===== src/rtl/dma_ptr_pkg.sv =====
package dma_ptr_pkg;
  localparam int RA_TX_CUR = 0;
  localparam int RA_TX_NXT = 1;
  localparam int RA_RX_CUR = 2;
  localparam int RA_RX_NXT = 3;
  localparam int RA_CTRL   = 4;
  localparam int NCH       = 2;   // 0 = transmit, 1 = receive
  localparam int NSTS      = 4;   // tx_upd, rx_upd, tx_ovr, rx_ovr
  localparam int B_EN      = 0;
  localparam int B_NVLD    = 2;
  localparam int B_STS     = 8;
  localparam int B_MSK     = 16;
endpackage


===== src/rtl/dma_chan.sv =====
module dma_chan #(
  parameter int AW          = 32,
  parameter int BLOCK_BYTES = 16,
  parameter int BURST_BYTES = 8
) (
  input  logic          clk,
  input  logic          rst,
  input  logic          wr_cur,
  input  logic          wr_nxt,
  input  logic [AW-1:0] wdata,
  input  logic          en,
  input  logic          buf_rdy,
  input  logic          busy,
  input  logic          done,
  output logic          want,
  output logic [AW-1:0] cur,
  output logic [AW-1:0] nxt,
  output logic          nxt_vld,
  output logic          upd_hit,
  output logic          ovr_hit
);
  localparam int OFFW = $clog2(BLOCK_BYTES) + 1;
  localparam logic [OFFW-1:0] BB_W  = OFFW'(BURST_BYTES);
  localparam logic [OFFW-1:0] BLK_W = OFFW'(BLOCK_BYTES);

  logic [OFFW-1:0] off_q;
  logic            at_end;

  assign want    = en && buf_rdy && !busy;
  assign at_end  = (off_q + BB_W) >= BLK_W;
  assign upd_hit = done && at_end && nxt_vld;
  assign ovr_hit = done && at_end && !nxt_vld;

  always_ff @(posedge clk) begin
    if (rst) begin
      cur   <= '0;
      off_q <= '0;
    end else if (wr_cur) begin
      cur   <= wdata;
      off_q <= '0;
    end else if (done) begin
      if (at_end) begin
        off_q <= '0;
        cur   <= nxt_vld ? nxt : cur + AW'(BURST_BYTES);
      end else begin
        off_q <= off_q + BB_W;
        cur   <= cur + AW'(BURST_BYTES);
      end
    end
  end

  always_ff @(posedge clk) begin
    if (rst) begin
      nxt     <= '0;
      nxt_vld <= 1'b0;
    end else if (wr_nxt) begin
      nxt     <= wdata;
      nxt_vld <= 1'b1;
    end else if (upd_hit) begin
      nxt_vld <= 1'b0;
    end
  end
endmodule


===== src/rtl/dma_tx_buf.sv =====
module dma_tx_buf #(
  parameter int BURST_WORDS = 2
) (
  input  logic                     clk,
  input  logic                     rst,
  input  logic                     load,
  input  logic [32*BURST_WORDS-1:0] load_data,
  output logic                     empty,
  output logic                     dev_valid,
  input  logic                     dev_ready,
  output logic [15:0]              dev_data
);
  localparam int NH = 2 * BURST_WORDS;
  localparam int IW = $clog2(NH);
  localparam logic [IW-1:0] LAST = IW'(NH - 1);

  logic [32*BURST_WORDS-1:0] buf_q;
  logic [IW-1:0]             idx_q;
  logic                      empty_q;

  assign empty     = empty_q;
  assign dev_valid = !empty_q;
  assign dev_data  = buf_q[idx_q*16 +: 16];

  always_ff @(posedge clk) begin
    if (rst) begin
      buf_q   <= '0;
      idx_q   <= '0;
      empty_q <= 1'b1;
    end else if (load) begin
      buf_q   <= load_data;
      idx_q   <= '0;
      empty_q <= 1'b0;
    end else if (!empty_q && dev_ready) begin
      if (idx_q == LAST) begin
        idx_q   <= '0;
        empty_q <= 1'b1;
      end else begin
        idx_q <= idx_q + 1'b1;
      end
    end
  end
endmodule


===== src/rtl/dma_rx_buf.sv =====
module dma_rx_buf #(
  parameter int BURST_WORDS = 2
) (
  input  logic                      clk,
  input  logic                      rst,
  input  logic                      drain,
  output logic [32*BURST_WORDS-1:0] data,
  output logic                      full,
  input  logic                      dev_valid,
  output logic                      dev_ready,
  input  logic [15:0]               dev_data
);
  localparam int NH = 2 * BURST_WORDS;
  localparam int IW = $clog2(NH);
  localparam logic [IW-1:0] LAST = IW'(NH - 1);

  logic [32*BURST_WORDS-1:0] buf_q;
  logic [IW-1:0]             idx_q;
  logic                      full_q;

  assign data      = buf_q;
  assign full      = full_q;
  assign dev_ready = !full_q;

  always_ff @(posedge clk) begin
    if (rst) begin
      buf_q  <= '0;
      idx_q  <= '0;
      full_q <= 1'b0;
    end else if (drain) begin
      full_q <= 1'b0;
      idx_q  <= '0;
    end else if (!full_q && dev_valid) begin
      buf_q[idx_q*16 +: 16] <= dev_data;
      if (idx_q == LAST) begin
        idx_q  <= '0;
        full_q <= 1'b1;
      end else begin
        idx_q <= idx_q + 1'b1;
      end
    end
  end
endmodule


===== src/rtl/dma_ptr_ctrl.sv =====
module dma_ptr_ctrl
  import dma_ptr_pkg::*;
#(
  parameter int AW          = 32,
  parameter int BLOCK_BYTES = 16,
  parameter int BURST_WORDS = 2
) (
  input  logic                      clk,
  input  logic                      rst,
  input  logic                      reg_we,
  input  logic [2:0]                reg_addr,
  input  logic [31:0]               reg_wdata,
  output logic [31:0]               reg_rdata,
  output logic                      mem_req,
  output logic                      mem_we,
  output logic [AW-1:0]             mem_addr,
  output logic [32*BURST_WORDS-1:0] mem_wdata,
  input  logic                      mem_ack,
  input  logic [32*BURST_WORDS-1:0] mem_rdata,
  output logic                      dev_tx_valid,
  input  logic                      dev_tx_ready,
  output logic [15:0]               dev_tx_data,
  input  logic                      dev_rx_valid,
  output logic                      dev_rx_ready,
  input  logic [15:0]               dev_rx_data,
  output logic                      irq
);
  localparam int BURST_BYTES = 4 * BURST_WORDS;
  localparam int DW          = 32 * BURST_WORDS;

  logic [NCH-1:0]  en_q;
  logic [NSTS-1:0] sts_q, msk_q, sts_set;
  logic [NCH-1:0]  buf_rdy, want, done, upd_hit, ovr_hit, nxt_vld;
  logic [NCH-1:0]  wr_cur, wr_nxt;
  logic [AW-1:0]   cur [NCH];
  logic [AW-1:0]   nxt [NCH];
  logic            busy_q, sel_q;
  logic            tx_empty, rx_full;
  logic [DW-1:0]   rx_data;
  logic            wr_ctrl;

  assign buf_rdy[0] = tx_empty;
  assign buf_rdy[1] = rx_full;
  assign done[0]    = busy_q && mem_ack && !sel_q;
  assign done[1]    = busy_q && mem_ack && sel_q;
  assign wr_ctrl    = reg_we && (reg_addr == 3'(RA_CTRL));

  for (genvar c = 0; c < NCH; c++) begin : g_chan
    assign wr_cur[c] = reg_we && (reg_addr == 3'(2 * c));
    assign wr_nxt[c] = reg_we && (reg_addr == 3'(2 * c + 1));
    dma_chan #(
      .AW(AW), .BLOCK_BYTES(BLOCK_BYTES), .BURST_BYTES(BURST_BYTES)
    ) u_chan (
      .clk(clk), .rst(rst),
      .wr_cur(wr_cur[c]), .wr_nxt(wr_nxt[c]), .wdata(reg_wdata[AW-1:0]),
      .en(en_q[c]), .buf_rdy(buf_rdy[c]), .busy(busy_q), .done(done[c]),
      .want(want[c]), .cur(cur[c]), .nxt(nxt[c]), .nxt_vld(nxt_vld[c]),
      .upd_hit(upd_hit[c]), .ovr_hit(ovr_hit[c])
    );
  end

  dma_tx_buf #(.BURST_WORDS(BURST_WORDS)) u_txb (
    .clk(clk), .rst(rst), .load(done[0]), .load_data(mem_rdata),
    .empty(tx_empty), .dev_valid(dev_tx_valid), .dev_ready(dev_tx_ready),
    .dev_data(dev_tx_data)
  );

  dma_rx_buf #(.BURST_WORDS(BURST_WORDS)) u_rxb (
    .clk(clk), .rst(rst), .drain(done[1]), .data(rx_data), .full(rx_full),
    .dev_valid(dev_rx_valid), .dev_ready(dev_rx_ready), .dev_data(dev_rx_data)
  );

  // memory port: one burst in flight, transmit served first
  always_ff @(posedge clk) begin
    if (rst) begin
      busy_q    <= 1'b0;
      sel_q     <= 1'b0;
      mem_req   <= 1'b0;
      mem_we    <= 1'b0;
      mem_addr  <= '0;
      mem_wdata <= '0;
    end else if (!busy_q) begin
      if (want[0]) begin
        busy_q   <= 1'b1;
        sel_q    <= 1'b0;
        mem_req  <= 1'b1;
        mem_we   <= 1'b0;
        mem_addr <= cur[0];
      end else if (want[1]) begin
        busy_q    <= 1'b1;
        sel_q     <= 1'b1;
        mem_req   <= 1'b1;
        mem_we    <= 1'b1;
        mem_addr  <= cur[1];
        mem_wdata <= rx_data;
      end
    end else if (mem_ack) begin
      busy_q  <= 1'b0;
      mem_req <= 1'b0;
    end
  end

  assign sts_set = {ovr_hit, upd_hit};

  always_ff @(posedge clk) begin
    if (rst) begin
      en_q  <= '0;
      msk_q <= '0;
      sts_q <= '0;
      irq   <= 1'b0;
    end else begin
      if (wr_ctrl) begin
        en_q  <= reg_wdata[B_EN +: NCH] & ~ovr_hit;
        msk_q <= reg_wdata[B_MSK +: NSTS];
        sts_q <= (sts_q & ~reg_wdata[B_STS +: NSTS]) | sts_set;
      end else begin
        en_q  <= en_q & ~ovr_hit;
        sts_q <= sts_q | sts_set;
      end
      irq <= |(sts_q & msk_q);
    end
  end

  always_ff @(posedge clk) begin
    if (rst) begin
      reg_rdata <= '0;
    end else begin
      reg_rdata <= '0;
      case (reg_addr)
        3'(RA_TX_CUR): reg_rdata[AW-1:0] <= cur[0];
        3'(RA_TX_NXT): reg_rdata[AW-1:0] <= nxt[0];
        3'(RA_RX_CUR): reg_rdata[AW-1:0] <= cur[1];
        3'(RA_RX_NXT): reg_rdata[AW-1:0] <= nxt[1];
        3'(RA_CTRL): begin
          reg_rdata[B_EN +: NCH]    <= en_q;
          reg_rdata[B_NVLD +: NCH]  <= nxt_vld;
          reg_rdata[B_STS +: NSTS]  <= sts_q;
          reg_rdata[B_MSK +: NSTS]  <= msk_q;
        end
        default: reg_rdata <= '0;
      endcase
    end
  end
endmodule


===== config.mk =====
export PLATFORM = sky130hd
export DESIGN_NAME = dma_ptr_ctrl
export DESIGN_NICKNAME = d
export VERILOG_FILES = /design/src/rtl/dma_ptr_pkg.sv /design/src/rtl/dma_chan.sv /design/src/rtl/dma_tx_buf.sv /design/src/rtl/dma_rx_buf.sv /design/src/rtl/dma_ptr_ctrl.sv
export SDC_FILE = /design/constraint.sdc
export NUM_CORES = 1
export LEC_CHECK = 0
export BUFFER_PORTS_ARGS = -buffer_cell sky130_fd_sc_hd__buf_2
export CAP_MARGIN = 10
export CORE_UTILIZATION = 27
export CTS_CLUSTER_SIZE = 16
export DETAILED_ROUTE_END_ITERATION = 6
export GPL_TIMING_DRIVEN = 0
export PLACE_DENSITY_LB_ADDON = 0.1
export SLEW_MARGIN = 20
export SYNTH_ARGS = -nofsm -noshare
export SYNTH_HDL_FRONTEND = slang
export SYNTH_SLANG_ARGS = --single-unit

===== constraint.sdc =====
create_clock -name clk -period 2.6 [get_ports clk]
set_clock_uncertainty 0.1 [all_clocks]
set_input_delay 0.13 -clock clk [delete_from_list [all_inputs] [get_ports clk]]
set_output_delay 0.13 -clock clk [all_outputs]
set_load 0.05 [all_outputs]

==> results_dict.tcl, run 1 <==
set metrics [dict create \
    status "finished with violations" \
    violations "design-rule violations" \
    synth-edff-count 0 \
    fp.dieW_um 258 \
    worstSkewPairLatency_ns 0.62 \
    layout_setup_ws_ns 0.125 \
    synthTopCellsByCount "562 x nand2_1, 410 x dfxtp_1, 371 x a21oi_1, 126 x nor2_1, 118 x clkbuf_1" \
    rsz0062_at_grt "no" \
    cp.arrival_ns 2.25 \
    worstRegToRegCells 6 \
    irDropWorstVdd_mv 0.458 \
    grt_use_met2_pct 39.7 \
    setup_viol 0 \
    remaining_drc_errors 4 \
    ys_warn_count 0 \
    antennaDiodeCount 0 \
    first_iter_violations 1499 \
    synth.largest_area_cell "dfxtp_1" \
    die_h_um 258 \
    wl_um 80600 \
    power_density_nw_per_um2 644 \
    cts.sinks 410 \
    seq_area_frac_synth_pct 46.3 \
    final.setup.tns_ns 0 \
    drive_gt1_share_pct 17.0 \
    io_pins 270 \
    reg2reg_slack_ns 0.14 \
    synth.avg_cell_area_um2 7.96 \
    hold_depth 4 \
    ys_types 62 \
    syn_to_final_growth_pct 30.3 \
    coreArea_um2 64700 \
    start_util_pct 27.4 \
    grt_use_met1_pct 30.6 \
    post_dp_cell_area_um2 20200 \
    hold_class "input pin to flip-flop" \
    crit_required_ns 2.37 \
    crit_type "flip-flop to output pin" \
    syn_nets 2362 \
    finalPower_mw 14.9 \
    use_met3_pct 4.34 \
    syn_area_um2 17700 \
    clk_pin_slew_ns 0.06 \
    cts_made_buffers 50 \
    post-place-ws_ns -0.0256 \
    grt_pass1_wl_um 118000 \
    whs_endpoint "g_chan[1].u_chan.nxt[31]" \
    busiest_layer "met2" \
    power.leakage_nw 8.68 \
    critPathMaxFanout 10 \
    final_cell_count_no_fill 3558 \
    antenna_left 0 \
    synth.most_common_cell "nand2_1" \
    synth.area.top_cells "dfxtp_1 46%, nand2_1 12%, a21oi_1 10%" \
    layout_min_cycle_time_ns 2.48 \
    htree_levels 2 \
    worstSetupStartpointType "flip-flop" \
    port_buffers 268 \
    die_area_um2 66700 \
    antenna_found_initial 1 \
    max-slew-margin-rel_pct 27.8 \
    netlist_instances 2230 \
    timing.rr.end "g_chan[0].u_chan.cur[19]" \
    final_max_slew_viol_count 0 \
    finalCritPeriodShare_pct 95.2 \
    worstSetupEndpointType "output pin" \
    ys_seq_elements 410 \
    fmax_ghz 0.404 \
    vias_per_cell 5.13 \
    hold_violations 0 \
    timing.hold.worst.start "reg_we" \
    routed_wire_length_per_instance_um 22.6 \
    worstMarginPinSlew_ns 1.08 \
    num_rows 93 \
    grt_pass1_vias 18100 \
    r2r-start "g_chan[0].u_chan.cur[3]" \
    max-cap-violations 0 \
    async_flop_share_pct 0 \
    finalInstanceArea_um2 23100 \
    grt.overflow.total 0 \
    via_count 18300 \
    firstDrtPassIters 7 \
    clockBufferDepth 3 \
    yosysTopAreaCellShare_pct 46.3 \
    tritoncts "done" \
    grt_usage_pct 23.7 \
    dp.cells 3353 \
    grt_max_degree 15 \
    cts.root.buffer_cell "clkbuf_16" \
    dp_hpwl_um 59900 \
    synth_ff_type "dfxtp_1" \
    fin_nets 2795 \
    gp_congestion 0.940 \
]
==> cell type report <==
type / instances / area, um2
well taps: 855 / 1070
multi-input cells: 1622 / 8760
inverters: 13 / 48.8
flip-flops and latches: 410 / 8210
clock inverters: 16 / 231
clock buffers: 76 / 1500
plain buffers: 183 / 808
fillers: 6969 / 41600
repair buffers: 383 / 2490
==> cells by family (layout without fill, tap and decap cells) <==
kind of cell    Yosys count  count (layout)  synth area share (%)
flops                   410             410                  46.3
xor+xnor                 27              27                  1.33
buf+inv                 198             671                  4.63
simple gates            917             917                  22.0
fa+ha+maj                11              11                 0.776
compound gates          597             597                  19.9
mux                      70              70                  5.08
==> routing by layer <==
metal / vias to the layer above / part of all wire (%) / wire (um)
met2: 646 / 47 / 38100
met1: 8817 / 44 / 35300
met4: 0 / 2.8 / 2260
li1: 8676 / - / -
met5: - / 0 / 0
met3: 129 / 6.1 / 4900
==> where the power goes <==
group / leakage, nW / switching [mW] / internal, mW
Sequential: 3.31 / 0.0824 / 6.37
Combinational: 4.53 / 0.716 / 0.363
Clock: 0.843 / 2.98 / 4.39
Total: 8.68 / 3.78 / 11.1
==> flip-flops by register name (all words and copies together), names as in the netlist <==
name / cells
en_q: 2
u_rxb.data: 64
u_txb.empty: 1
msk_q: 4
sts_q: 4
g_chan.u_chan.cur: 64
g_chan.u_chan.nxt: 64
g_chan.u_chan.off_q: 4
u_rxb.idx_q: 2
g_chan.u_chan.nxt_vld: 2
u_rxb.full: 1
mem_req: 1
mem_wdata: 64
sel_q: 1
u_txb.idx_q: 2
irq: 1
reg_rdata: 32
busy_q: 1
u_txb.buf_q: 64
mem_addr: 32
==> cells in the final DEF (no fill, tap or decap), drive strengths merged, types with 19 or more instances in the layout <==
master         n
nand2        562
dfxtp        410
a21oi        372
buf          331
clkbuf       195
nor2         126
dlygate4sd3  115
nand3        111
mux2i         54
a22oi         54
a211oi        42
nor3          35
o22ai         27
o21ai         27
and3          23
xor2          19
==> worst max path at each step <==
stage | cells past startpoint | slack (ns) | endpoint | start
after floorplan | 6 | 0.51 | u_rxb.data[10] | u_rxb.idx_q[0]
after global placement | 7 | -0.02 | reg_rdata[30] | reg_addr[1]
after detailed placement | 7 | -0.03 | reg_rdata[18] | reg_addr[1]
after CTS | 6 | -0.03 | u_rxb.data[14] | u_rxb.idx_q[0]
after global routing | 6 | 0.006 | u_txb.buf_q[8] | busy_q
final | 4 | 0.12 | dev_tx_data[1] | u_txb.idx_q[1]
==> through the flow <==
stage / hold WS, ns / utilization (%)
floorplan: 0.130 / -
global placement: 0.279 / 31.2
detailed placement: 0.277 / 31.2
CTS: 0.0586 / 35.6
global route: 0.133 / 35.7
finish: 0.0928 / 35.7
==> what timing repair did <==
action,CTS,global route
setup buffers,0,0
setup endpoints to repair,14,164
hold buffers,115,0
endpoints found under the hold margin,274,0
gates resized for setup,5,46
==> worst max-delay path: stages, from the launching register on <==
cell and delay (ns):
dfxtp_1 0.35, clkbuf_2 0.28, clkbuf_2 0.38, mux4_2 0.39, buf_2 0.23
(Power assumes the default switching activity.)
==> run 2: changes to the inputs <==
--- a/config.mk
+++ b/config.mk
@@ -8,6 +8,7 @@
 export BUFFER_PORTS_ARGS = -buffer_cell sky130_fd_sc_hd__buf_2
 export CAP_MARGIN = 10
 export CORE_UTILIZATION = 27
+export CTS_BUF_LIST = sky130_fd_sc_hd__clkbuf_16
 export CTS_CLUSTER_SIZE = 16
 export DETAILED_ROUTE_END_ITERATION = 6
 export GPL_TIMING_DRIVEN = 0
==> results_dict.tcl, run 2 (same netlist as run 1, synthesis figures left out) <==
set metrics [dict create \
    status "finished with violations" \
    violations "design-rule violations" \
    final_max_slew_viol_count 0 \
    layout_setup_ws_ns 0.135 \
    hold_class "input pin to flip-flop" \
    gp_congestion 0.940 \
    finalCritPeriodShare_pct 94.8 \
    crit_required_ns 2.37 \
    num_rows 93 \
    final_common_cell "nand2_1" \
    max-cap-violations 0 \
    fill_cells 6990 \
    clk_pin_slew_ns 0.06 \
    hold_ws_ns 0.0760 \
    first_iter_violations 1489 \
    worstMarginPinSlew_ns 1.09 \
    remaining_drc_errors 2 \
    grt_pass1_vias 18100 \
    grt_pass1_wl_um 118000 \
    tritoncts "done" \
    dp_hpwl_um 59900 \
    drive_gt1_share_pct 16.4 \
    hold_violations 0 \
    cts_made_buffers 50 \
    htree_levels 2 \
    antenna_found_initial 1 \
    firstDrtPassIters 7 \
    setup_viol 0 \
    max-slew-margin-rel_pct 27.6 \
    fp.dieW_um 258 \
    worstSkewPairLatency_ns 0.62 \
    grt_usage_pct 23.7 \
    cts.root.buffer_cell "clkbuf_16" \
    antennaDiodeCount 0 \
    vias_per_cell 5.15 \
    layout_min_cycle_time_ns 2.47 \
    multiInputGateArea_um2 8760 \
    wl_um 80600 \
    grt.overflow.total 0 \
    rsz0062_at_grt "no" \
    worstSetupStartpointType "flip-flop" \
    fin_nets 2795 \
    via_count 18300 \
    crit_type "flip-flop to output pin" \
    cts.sinks 410 \
    seq_area_um2 8210 \
    grt_max_degree 15 \
    mostFrequentLayoutCells "562 x nand2_1, 409 x dfxtp_1, 371 x a21oi_1, 315 x buf_2, 124 x nor2_1" \
    die_area_um2 66700 \
    finalInstanceArea_um2 23000 \
    routed_wire_length_per_instance_um 22.6 \
    irDropWorstVdd_mv 0.462 \
    io_pins 270 \
    worstSetupEndpointType "output pin" \
    clockBufferDepth 3 \
    power.leakage_nw 8.64 \
    power_density_nw_per_um2 626 \
    coreArea_um2 64700 \
    start_util_pct 27.4 \
    syn_to_final_growth_pct 29.4 \
    port_buffers 268 \
    antenna_left 0 \
    post-place-ws_ns -0.0256 \
    cp.arrival_ns 2.24 \
    die_h_um 258 \
    critPathMaxFanout 10 \
    fmax_ghz 0.406 \
    post_dp_cell_area_um2 20200 \
]
-- run 2: timing repair --
action,CTS,global route
endpoints found under the setup margin,22,158
resized for setup,6,42
endpoints found under the hold margin,274,0
setup buffers,0,0
hold buffers,115,0
-- run 2: path summary, 6_finish.rpt --
kind / from / to / slack [ns] / cells after the start
worst min register to register: u_rxb.data[63] / u_rxb.data[63] / 0.35 / 2
worst max-delay path: u_txb.idx_q[1] / dev_tx_data[2] / 0.13 / 4
worst min-delay path: reg_we / msk_q[2] / 0.08 / 4
worst max register to register: g_chan[0].u_chan.cur[4] / g_chan[0].u_chan.cur[19] / 0.14 / 6
-- run 2: through the flow --
step | utilization [%] | std cells | TNS [ns] | total power [mW]
3_5_place_dp | 31.2 | 3353 | -0.0732 | 7.50
4_1_cts | 35.4 | 3560 | -0.0453 | 14.6
2_1_floorplan | - | 2230 | 0 | 7.02
5_1_grt | 35.5 | 3558 | 0 | 14.9
6_report | 35.5 | 3558 | 0 | 14.4
3_3_place_gp | 31.2 | 3353 | -0.0786 | 7.50
-- run 2: routing by layer --
metal	vias up	GRT usage (%)	wire length, um
met5	-	0	0
met4	0	7.48	2380
met3	144	4.32	5590
met2	737	39.7	38100
met1	8787	30.6	34500
li1	8671	-	-
-- run 2: worst max-delay path, stage by stage, from the launching register on --
cell      delay (ns)
dfxtp_1         0.34
clkbuf_2        0.28
clkbuf_2        0.38
mux4_2          0.39
buf_2           0.24
-- run 2: final cells by class --
class / instances / share of cell area [%]
Tap cell: 855 / 4.66
Clock buffer: 50 / 5.45
Multi-Input combinational cell: 1622 / 38.2
Sequential cell: 410 / 35.7
Inverter: 13 / 0.212
Timing Repair Buffer: 383 / 10.9
Buffer: 183 / 3.49
Clock inverter: 42 / 1.43
-- run 2: report_power, final --
group / leakage (nW) / switching (mW) / internal [mW]
Sequential: 3.31 / 0.0824 / 6.37
Clock: 0.804 / 2.96 / 3.90
Combinational: 4.53 / 0.714 / 0.362
Total: 8.64 / 3.76 / 10.6
